<file path="src/rtl/ptw_pkg.sv">
package ptw_pkg;

    typedef enum logic [1:0] {
        ST_IDLE  = 2'd0,
        ST_ISSUE = 2'd1,
        ST_WAIT  = 2'd2,
        ST_RESP  = 2'd3
    } ptw_state_e;

    typedef enum logic [1:0] {
        FC_NONE     = 2'd0,
        FC_NONCANON = 2'd1,
        FC_NOTPRES  = 2'd2,
        FC_PROT     = 2'd3
    } ptw_fault_e;

    localparam int unsigned PTE_P_BIT  = 0;
    localparam int unsigned PTE_RW_BIT = 1;
    localparam int unsigned PTE_US_BIT = 2;
    localparam logic [1:0]  USER_CPL   = 2'd3;

endpackage

</file>
<file path="src/rtl/ptw_addr_split.sv">
module ptw_addr_split #(
    parameter int VA_W   = 64,
    parameter int SIG_W  = 48,
    parameter int OFF_W  = 12,
    parameter int IDX_W  = 9,
    parameter int LEVELS = 4,
    parameter int LVL_W  = 3
) (
    input  logic [VA_W-1:0]  vaddr_i,
    input  logic [LVL_W-1:0] level_i,
    output logic             canonical_o,
    output logic [IDX_W-1:0] index_o,
    output logic [OFF_W-1:0] offset_o
);
    localparam int EXT_W = VA_W - SIG_W + 1;

    logic [IDX_W-1:0] field [LEVELS];
    logic [EXT_W-1:0] ext;

    genvar g;
    generate
        for (g = 0; g < LEVELS; g++) begin : g_field
            assign field[g] = vaddr_i[OFF_W + g*IDX_W +: IDX_W];
        end
    endgenerate

    assign ext         = vaddr_i[VA_W-1:SIG_W-1];
    assign canonical_o = (&ext) | ~(|ext);
    assign offset_o    = vaddr_i[OFF_W-1:0];

    always_comb begin
        index_o = '0;
        for (int l = 1; l <= LEVELS; l++) begin
            if (level_i == LVL_W'(l)) index_o = field[l-1];
        end
    end

endmodule

</file>
<file path="src/rtl/ptw_entry_check.sv">
module ptw_entry_check
    import ptw_pkg::*;
#(
    parameter int PTE_W  = 64,
    parameter int PA_W   = 64,
    parameter int PA_TOP = 51,
    parameter int OFF_W  = 12
) (
    input  logic [PTE_W-1:0] pte_i,
    input  logic             write_i,
    input  logic             user_i,
    output logic             present_o,
    output logic             perm_ok_o,
    output logic [PA_W-1:0]  base_o
);
    localparam int FRAME_W = PA_TOP - OFF_W + 1;
    localparam int PAD_W   = PA_W - FRAME_W - OFF_W;

    logic unused_pte_bits;
    assign unused_pte_bits = ^{pte_i[PTE_W-1:PA_TOP+1], pte_i[OFF_W-1:PTE_US_BIT+1]};

    assign present_o = pte_i[PTE_P_BIT];
    assign perm_ok_o = !(write_i && !pte_i[PTE_RW_BIT]) && !(user_i && !pte_i[PTE_US_BIT]);
    assign base_o    = {{PAD_W{1'b0}}, pte_i[PA_TOP:OFF_W], {OFF_W{1'b0}}};

endmodule

</file>
<file path="src/rtl/ptw_top.sv">
module ptw_top
    import ptw_pkg::*;
#(
    parameter int VA_W   = 64,
    parameter int PA_W   = 64,
    parameter int PTE_W  = 64,
    parameter int SIG_W  = 48,
    parameter int OFF_W  = 12,
    parameter int IDX_W  = 9,
    parameter int LEVELS = 4,
    parameter int PA_TOP = 51,
    localparam int LVL_W = $clog2(LEVELS + 1)
) (
    input  logic             clk,
    input  logic             rst_n,
    input  logic             pg_en_i,
    input  logic [PA_W-1:0]  root_base_i,
    input  logic             req_valid_i,
    output logic             req_ready_o,
    input  logic [VA_W-1:0]  req_vaddr_i,
    input  logic [1:0]       req_cpl_i,
    input  logic             req_write_i,
    output logic             rsp_valid_o,
    output logic [PA_W-1:0]  rsp_paddr_o,
    output logic [1:0]       rsp_fault_o,
    output logic [LVL_W-1:0] rsp_level_o,
    output logic             mem_req_o,
    output logic [PA_W-1:0]  mem_addr_o,
    input  logic             mem_rvalid_i,
    input  logic [PTE_W-1:0] mem_rdata_i
);
    localparam int ENT_SH = $clog2(PTE_W / 8);

    typedef struct packed {
        ptw_state_e       state;
        logic [LVL_W-1:0] level;
        logic [PA_W-1:0]  base;
        logic [VA_W-1:0]  vaddr;
        logic             write;
        logic             user;
        logic [PA_W-1:0]  paddr;
        ptw_fault_e       fault;
        logic [LVL_W-1:0] flevel;
    } walk_t;

    localparam walk_t WALK_RST = '{
        state:  ST_IDLE,
        level:  '0,
        base:   '0,
        vaddr:  '0,
        write:  1'b0,
        user:   1'b0,
        paddr:  '0,
        fault:  FC_NONE,
        flevel: '0
    };

    walk_t walk_d, walk_q;

    logic [VA_W-1:0]  split_va;
    logic             canonical;
    logic [IDX_W-1:0] index;
    logic [OFF_W-1:0] offset;
    logic             present;
    logic             perm_ok;
    logic [PA_W-1:0]  next_base;

    assign split_va = (walk_q.state == ST_IDLE) ? req_vaddr_i : walk_q.vaddr;

    ptw_addr_split #(
        .VA_W(VA_W), .SIG_W(SIG_W), .OFF_W(OFF_W),
        .IDX_W(IDX_W), .LEVELS(LEVELS), .LVL_W(LVL_W)
    ) u_split (
        .vaddr_i     (split_va),
        .level_i     (walk_q.level),
        .canonical_o (canonical),
        .index_o     (index),
        .offset_o    (offset)
    );

    ptw_entry_check #(
        .PTE_W(PTE_W), .PA_W(PA_W), .PA_TOP(PA_TOP), .OFF_W(OFF_W)
    ) u_entry (
        .pte_i     (mem_rdata_i),
        .write_i   (walk_q.write),
        .user_i    (walk_q.user),
        .present_o (present),
        .perm_ok_o (perm_ok),
        .base_o    (next_base)
    );

    always_comb begin
        walk_d = walk_q;
        unique case (walk_q.state)
            ST_IDLE: begin
                if (req_valid_i) begin
                    walk_d.vaddr  = req_vaddr_i;
                    walk_d.write  = req_write_i;
                    walk_d.user   = (req_cpl_i == USER_CPL);
                    walk_d.paddr  = '0;
                    walk_d.fault  = FC_NONE;
                    walk_d.flevel = '0;
                    if (!pg_en_i) begin
                        walk_d.paddr = PA_W'(req_vaddr_i);
                        walk_d.state = ST_RESP;
                    end else if (!canonical) begin
                        walk_d.fault = FC_NONCANON;
                        walk_d.state = ST_RESP;
                    end else begin
                        walk_d.base  = root_base_i;
                        walk_d.level = LVL_W'(LEVELS);
                        walk_d.state = ST_ISSUE;
                    end
                end
            end
            ST_ISSUE: walk_d.state = ST_WAIT;
            ST_WAIT: begin
                if (mem_rvalid_i) begin
                    if (!present) begin
                        walk_d.fault  = FC_NOTPRES;
                        walk_d.flevel = walk_q.level;
                        walk_d.state  = ST_RESP;
                    end else if (!perm_ok) begin
                        walk_d.fault  = FC_PROT;
                        walk_d.flevel = walk_q.level;
                        walk_d.state  = ST_RESP;
                    end else if (walk_q.level == LVL_W'(1)) begin
                        walk_d.paddr = next_base | PA_W'(offset);
                        walk_d.state = ST_RESP;
                    end else begin
                        walk_d.base  = next_base;
                        walk_d.level = walk_q.level - LVL_W'(1);
                        walk_d.state = ST_ISSUE;
                    end
                end
            end
            ST_RESP: walk_d.state = ST_IDLE;
            default: walk_d = WALK_RST;
        endcase
    end

    always_ff @(posedge clk) begin
        if (!rst_n) walk_q <= WALK_RST;
        else        walk_q <= walk_d;
    end

    assign req_ready_o = (walk_q.state == ST_IDLE);
    assign rsp_valid_o = (walk_q.state == ST_RESP);
    assign rsp_paddr_o = walk_q.paddr;
    assign rsp_fault_o = walk_q.fault;
    assign rsp_level_o = walk_q.flevel;
    assign mem_req_o   = (walk_q.state == ST_ISSUE);
    assign mem_addr_o  = walk_q.base + (PA_W'(index) << ENT_SH);


    bypass_chk: assert property (@(posedge clk) disable iff (!rst_n)
        (req_valid_i && req_ready_o && !pg_en_i) |=>
        (rsp_valid_o && rsp_paddr_o == $past(req_vaddr_i) && rsp_fault_o == FC_NONE));


    noncanon_chk: assert property (@(posedge clk) disable iff (!rst_n)
        (req_valid_i && req_ready_o && pg_en_i &&
         req_vaddr_i[VA_W-1:SIG_W-1] != '0 && req_vaddr_i[VA_W-1:SIG_W-1] != '1) |=>
        (rsp_valid_o && rsp_fault_o == FC_NONCANON && rsp_level_o == '0 && !mem_req_o));


    read_pulse_chk: assert property (@(posedge clk) disable iff (!rst_n)
        mem_req_o |=> !mem_req_o);


    np_level_chk: assert property (@(posedge clk) disable iff (!rst_n)
        (rsp_valid_o && rsp_fault_o == FC_NOTPRES) |->
        (rsp_level_o >= LVL_W'(1) && rsp_level_o <= LVL_W'(LEVELS)));


    rsp_pulse_chk: assert property (@(posedge clk) disable iff (!rst_n)
        rsp_valid_o |=> (!rsp_valid_o && req_ready_o));

endmodule

</file>
<file path="config.mk">
export PLATFORM = sky130hd
export DESIGN_NAME = ptw_top
export DESIGN_NICKNAME = d
export VERILOG_FILES = /design/src/rtl/ptw_pkg.sv /design/src/rtl/ptw_addr_split.sv /design/src/rtl/ptw_entry_check.sv /design/src/rtl/ptw_top.sv
export SDC_FILE = /design/constraint.sdc
export NUM_CORES = 1
export LEC_CHECK = 0
export BUFFER_PORTS_ARGS = -buffer_cell sky130_fd_sc_hd__buf_2
export CAP_MARGIN = 25
export CORE_MARGIN = 4
export CORE_UTILIZATION = 58
export DETAILED_ROUTE_END_ITERATION = 7
export GPL_TIMING_DRIVEN = 0
export PLACE_DENSITY = 0.87
export SYNTH_ARGS = -nofsm -noshare
export SYNTH_HDL_FRONTEND = slang
export SYNTH_HIERARCHICAL = 1
export SYNTH_SLANG_ARGS = --single-unit
</file>
<file path="constraint.sdc">
create_clock -name clk -period 10.5 [get_ports clk]
set_input_delay 3.15 -clock clk [delete_from_list [all_inputs] [get_ports clk]]
set_output_delay 3.15 -clock clk [all_outputs]
set_load 0.005 [all_outputs]
</file>
==> flow_summary.ini, run 1 <==
[outcome]
status = completed

[clock_tree]
clock_latency_ns = 0.52
clkSlewWorstSetupHoldPaths_ns = 0.06
cts_root_buf = clkbuf_16
cts_resized = 0
postCtsSetupBuffers = 0
cts_buffers = 23
cts_tree = built
htreeDepth = 1
hold_buffers = 0
clk_path_buf_depth = 3
cts.sink_count = 204

[pwr]
ir_worst_vdd_mv = 0.138
total_power_mw = 2.24
powerDensity_nw_per_um2 = 148
p_leak_nw = 6.75

[worst_hold_path]
hold_depth = 2
min_from = walk_q[115]$_SDFFE_PN0P_
hold_path_class = reg -> reg

[critical_path]
slowest_delay_ns = 0.52
crit_path_frequent_cell = buf_2
critPathLaunchType = input pin
rr_startpoint = walk_q[203]$_SDFFE_PN0P_
cp-end-kind = primary output
path_cells = buf_2 > mux2_2 > mux2i_1 > o22ai_2 > ha_1 > fa_1 > a21o_1 > a221oi_1 > o22ai_1 > nand3_1 > xnor2_1 > buf_2
critPathKind = in -> out
crit_required_ns = 7.35
cp.arrival_ns = 6.26
r2r_cells = 12
crit_path_top_delay_cell = a221oi_1
startpoint = req_vaddr_i[30]
crit_path_max_fanout = 5

[place]
placement.io_buffers = 271
dp_cells = 2038
finalWeightedCongestion = 0.925
dp_hpwl_mm = 32.8
placed_cell_area_um2 = 14400
preCtsSetupSlack_ns = 1.18

[global_route]
antenna_found_initial = 1
grt_max_degree = 13
grt_overflow = 0
grt_pass1_vias = 12000
grt_first_pass_wirelength_mm = 64.1
track_usage_pct = 33.4

[synth]
synth-async-reset-ratio_pct = 0
ys_top_cells_by_count = dfxtp_1, nand2_1, buf_4
synth_flop_cell = dfxtp_1
yosysSeqAreaShare_pct = 32.5
yosysUniqueCellTypes = 69
synth_area_per_cell_um2 = 8.56
ys.warnings.count = 6
synth_top_area_cell = dfxtp_1
yosys.area.top_type_share_pct = 32.5
synth-edff-count = 0
synth_top_family_by_area = compound AO/OA/AOI/OAI gates
synth_mux_area_share_pct = 6.53
synth-seq-cells = 204
synthCells = 1469
synthTopCellsByArea = dfxtp_1, buf_4, mux2_2
synth_area_um2 = 12600
synthSimpleGateAreaFrac_pct = 20.0
synth_xor_area_share_pct = 4.11
yosys.cell_count.top_type = dfxtp_1
synth_compound_area_share_pct = 21.9
synthAdderAreaFrac_pct = 1.25

[timing]
fin_ws_ns = 1.09
relSlewSlack_pct = 26.8
setup_tns_ns = 0
slew_violations = 0
tightest_slew_ns = 1.10
finClkSkew_ns = 0.0172
finalCritPeriodShare_pct = 89.6
fin_crit_ns = 9.41
setup_viol = 0
fmax_mhz = 106
whs_ns = 0.459
hold_viol = 0
rsz0062_at_grt = no

[finish]
nNetsFinal = 2000
fillerInstances = 1652
final_core_util_pct = 71.4
final_area_um2 = 15100
area_growth_pct = 20.1
instances_no_fill = 2078
layout-drive-gt1-share_pct = 34.6

[routing]
viasPerCell = 5.96
drc = 0
routedWlPerCell_um = 20.4
drt_iter0_markers = 1172
first_pass_iters = 6
wl_mm = 42.5
num_vias = 12400
ant_nets = 0

[floorplanning]
boundaryPins = 336
start_util_pct = 59.4
fp.dieW_um = 155
rows = 53
die-area_um2 = 24100
die_y_um = 155
core_um2 = 21200

[run]
drv_cap = 0
==> logic make-up (layout without fill, tap and decap cells) <==
group	after synthesis	in the layout
flip-flops	204	204
adder cells (fa/ha/maj)	12	12
AO/OA/AOI/OAI	385	385
XOR/XNOR	59	59
multiplexers	74	74
buffers and inverters	273	583
AND/OR/NAND/NOR	461	461
other	1	25
==> final timing paths <==
path	to	slack (ns)
hold / removal	walk_q[115]$_SDFFE_PN0P_	0.46
setup reg to reg	walk_q[142]$_SDFFE_PN0P_	6.28
hold reg to reg	walk_q[115]$_SDFFE_PN0P_	0.46
setup / recovery	mem_addr_o[47]	1.09
==> routing by layer <==
metal | global-route usage (%) | vias up | wire length (um) | part of all wire, %
li1 | - | 5751 | - | -
met1 | 43.3 | 5823 | 16500 | 39
met2 | 54.1 | 680 | 19800 | 47
met3 | 5.98 | 134 | 4230 | 10
met4 | 15.5 | 0 | 1920 | 4.5
met5 | 0 | - | 0 | 0
==> layout by cell type, fill, tap and decap left out, drive strengths merged, types with 64 or more instances in the layout <==
cell type / count
buf: 464
dfxtp: 204
nand2: 189
clkbuf: 102
o21ai: 79
a21boi: 72
nor2: 65
a21oi: 64
mux2: 64
a22oi: 64
==> power by group <==
group | leakage [nW] | internal, mW | switching [mW]
clock | 0.367 | 0.479 | 0.330
combinational | 4.71 | 0.247 | 0.296
sequential | 1.67 | 0.838 | 0.0448
total | 6.75 | 1.56 | 0.671
==> final cells by class <==
class                   count  area (um^2)  share of cell area [%]
multi-input cells        1015         6860                    45.4
repair buffers            271         1360                    8.98
diodes                      1         2.50                  0.0166
clock inverters             7         92.6                   0.613
inverters                  10         37.5                   0.249
well taps                 275          344                    2.28
flip-flops and latches    204         4080                    27.0
plain buffers             263         1670                    11.1
clock buffers              32          649                    4.30
==> sequential cells by signal, summed over array words and instances, names as in the netlist <==
signal / count
rsp_paddr_o: 64
walk_q: 135
rsp_fault_o: 2
rsp_level_o: 3
==> worst max-delay path: cells and delay by family <==
kind / cells / cell delay (ns)
xor+xnor: 1 / 0.17
fa+ha+maj: 2 / 0.65
compound gates: 4 / 1.30
buf+inv: 2 / 0.29
simple gates: 1 / 0.22
mux: 2 / 0.48
(Power assumes the default switching activity.)
==> run 2, diff against run 1 <==
Settings changed: BUFFER_PORTS_ARGS -buffer_cell sky130_fd_sc_hd__buf_2 to -buffer_cell sky130_fd_sc_hd__buf_4.
==> run 2 against run 1 <==
Effect of this change: cell area up 4.6%; fmax down 1.2%; routed wire length up 1.7%; power up 2.4%; worst hold slack better by 0.0024 ns; final cell count about the same; sequential power about the same; critical endpoint unchanged; clock-buffer cell count down 5; highest routed layer unchanged; via count up 1.1%.
==> flow_summary.ini, run 2 (synthesized netlist as in run 1, its figures left out) <==
[global_route]
grt_max_degree = 15
track_usage_pct = 33.8
grt_pass1_vias = 12200
antenna_found_initial = 0
grt_first_pass_wirelength_mm = 65.2
grt_overflow = 0

[routing]
ant_nets = 0
drc = 0
routedWlPerCell_um = 20.8
drt_iter0_markers = 1139
viasPerCell = 6.03
num_vias = 12500
first_pass_iters = 6
wl_mm = 43.2

[timing]
rsz0062_at_grt = no
fmax_mhz = 105
setup_tns_ns = 0
hold_viol = 0
slew_violations = 0
fin_crit_ns = 9.52
finClkSkew_ns = 0.0260
tightest_slew_ns = 0.984
finalCritPeriodShare_pct = 90.7
relSlewSlack_pct = 34.4
setup_viol = 0

[clock_tree]
clk_path_buf_depth = 3
postCtsSetupBuffers = 0
cts_resized = 0
hold_buffers = 0
htreeDepth = 1
cts_root_buf = clkbuf_16
cts_tree = built
cts.sink_count = 204
clock_latency_ns = 0.52
cts_buffers = 23
clkSlewWorstSetupHoldPaths_ns = 0.06

[pwr]
ir_worst_vdd_mv = 0.0931
pwr-share-seq_pct = 38.6
comb_power_share_pct = 25.5
p_leak_nw = 6.88
powerDensity_nw_per_um2 = 145
switchingPower_mw = 0.678
total_power_mw = 2.29
switching_share_pct = 29.6
clock_power_share_pct = 35.9
p_int_mw = 1.61

[floorplanning]
boundaryPins = 336
rows = 53
die_y_um = 155
core_um2 = 21200
start_util_pct = 59.4
fp.dieW_um = 155
die-area_um2 = 24100

[critical_path]
r2r_end = walk_q[155]$_SDFFE_PN0P_
slowest_delay_ns = 0.54
rr_startpoint = walk_q[203]$_SDFFE_PN0P_
crit_path_top_delay_cell = a221oi_1
worst-path-buf-inv = 2
path_cells = buf_4 > mux2_2 > mux2i_1 > o22ai_2 > ha_1 > fa_1 > a21o_1 > a221oi_1 > o22ai_1 > nand3_1 > xnor2_1 > buf_4
r2r_cells = 12
critPathLaunchType = input pin
cp-end-kind = primary output
crit_path_frequent_cell = buf_4
critical-path-top-delay-family = compound AO/OA/AOI/OAI gates
crit_path_max_fanout = 5
cp.arrival_ns = 6.37
reg2reg_slack_ns = 6.35
critPathKind = in -> out
path_depth = 12
crit_required_ns = 7.35

[worst_hold_path]
min_from = walk_q[86]$_SDFFE_PN0P_
hold_depth = 2
min_to = walk_q[86]$_SDFFE_PN0P_
hold_path_class = reg -> reg

[outcome]
status = completed

[finish]
instances_no_fill = 2077
final_core_util_pct = 74.7
nNetsFinal = 2000
final_cell_mix = buf_4, dfxtp_1, nand2_1
layout-drive-gt1-share_pct = 34.8
area_growth_pct = 25.6
fillerInstances = 1544
diodes = 0
final_common_cell = buf_4
top_register = walk_q
largest_register_ffs = 135

[place]
finalWeightedCongestion = 0.927
dp_hpwl_mm = 33.2
placement.io_buffers = 271
dp_cells = 2038

[run]
drv_cap = 0
[run 2: cell count changes in the layout (fill, tap and decap cells not counted)]
cell	delta
buf_2	-271
buf_4	+271
bufinv_16	+1
clkbuf_1	-3
clkbuf_8	-2
clkinv_2	+2
clkinvlp_4	+2
diode_2	-1
[run 2: metrics by stage]
| stage | instance area, um^2 | hold slack (ns) | setup slack (ns) |
|---|---|---|---|
| after floorplan | 12700 | 0.441 | 1.94 |
| after global placement | 15000 | 0.447 | 1.19 |
| after detailed placement | 15000 | 0.454 | 1.15 |
| after CTS | 15800 | 0.462 | 1.15 |
| after global routing | 15800 | 0.478 | 0.977 |
| final | 15800 | 0.462 | 0.980 |
[run 2: layer usage]
layer	vias up	wire length, um	global-route usage, %	part of all wire (%)
met5	-	0	0	0
met4	0	1860	13.1	4.3
met3	147	4540	7.01	11
met2	755	20200	56.1	47
met1	5883	16600	43.2	38
li1	5738	-	-	-
[run 2: worst max-delay path by stage]
| stage | startpoint | endpoint | slack (ns) |
|---|---|---|---|
| global route | req_vaddr_i[30] | mem_addr_o[19] | 0.98 |
| CTS | req_vaddr_i[30] | mem_addr_o[47] | 1.15 |
| finish | req_vaddr_i[30] | mem_addr_o[47] | 0.98 |
| floorplan | req_vaddr_i[39] | mem_addr_o[19] | 1.94 |
| detailed placement | req_vaddr_i[30] | mem_addr_o[47] | 1.15 |
| global placement | req_vaddr_i[30] | mem_addr_o[47] | 1.19 |
[run 2: area by class of cell]
type                       count  area (um^2)  share of cell area (%)
buffer                       263         1670                    10.6
sequential                   204         4080                    25.9
inverter                      10         37.5                   0.238
clock buffer                  27          611                    3.87
multi-input combinational   1015         6860                    43.4
timing repair buffer         271         2030                    12.9
tap                          275          344                    2.18
clock inverter                12          148                   0.935
[run 2: worst min-delay path, cell delays in order, from the launching register on]
cell and delay, ns:
dfxtp_1 0.30, nand2_1 0.05, a21boi_0 0.06
[run 2: power by group through the flow]
stage                     Combinational [mW]  Sequential (mW)  Clock, mW
final                                  0.584            0.883      0.823
after global routing                   0.626            0.889      0.852
after CTS                              0.574            0.881      0.824
after detailed placement               0.570            0.897          0
after global placement                 0.557            0.894          0
after floorplan                        0.352            0.884          0
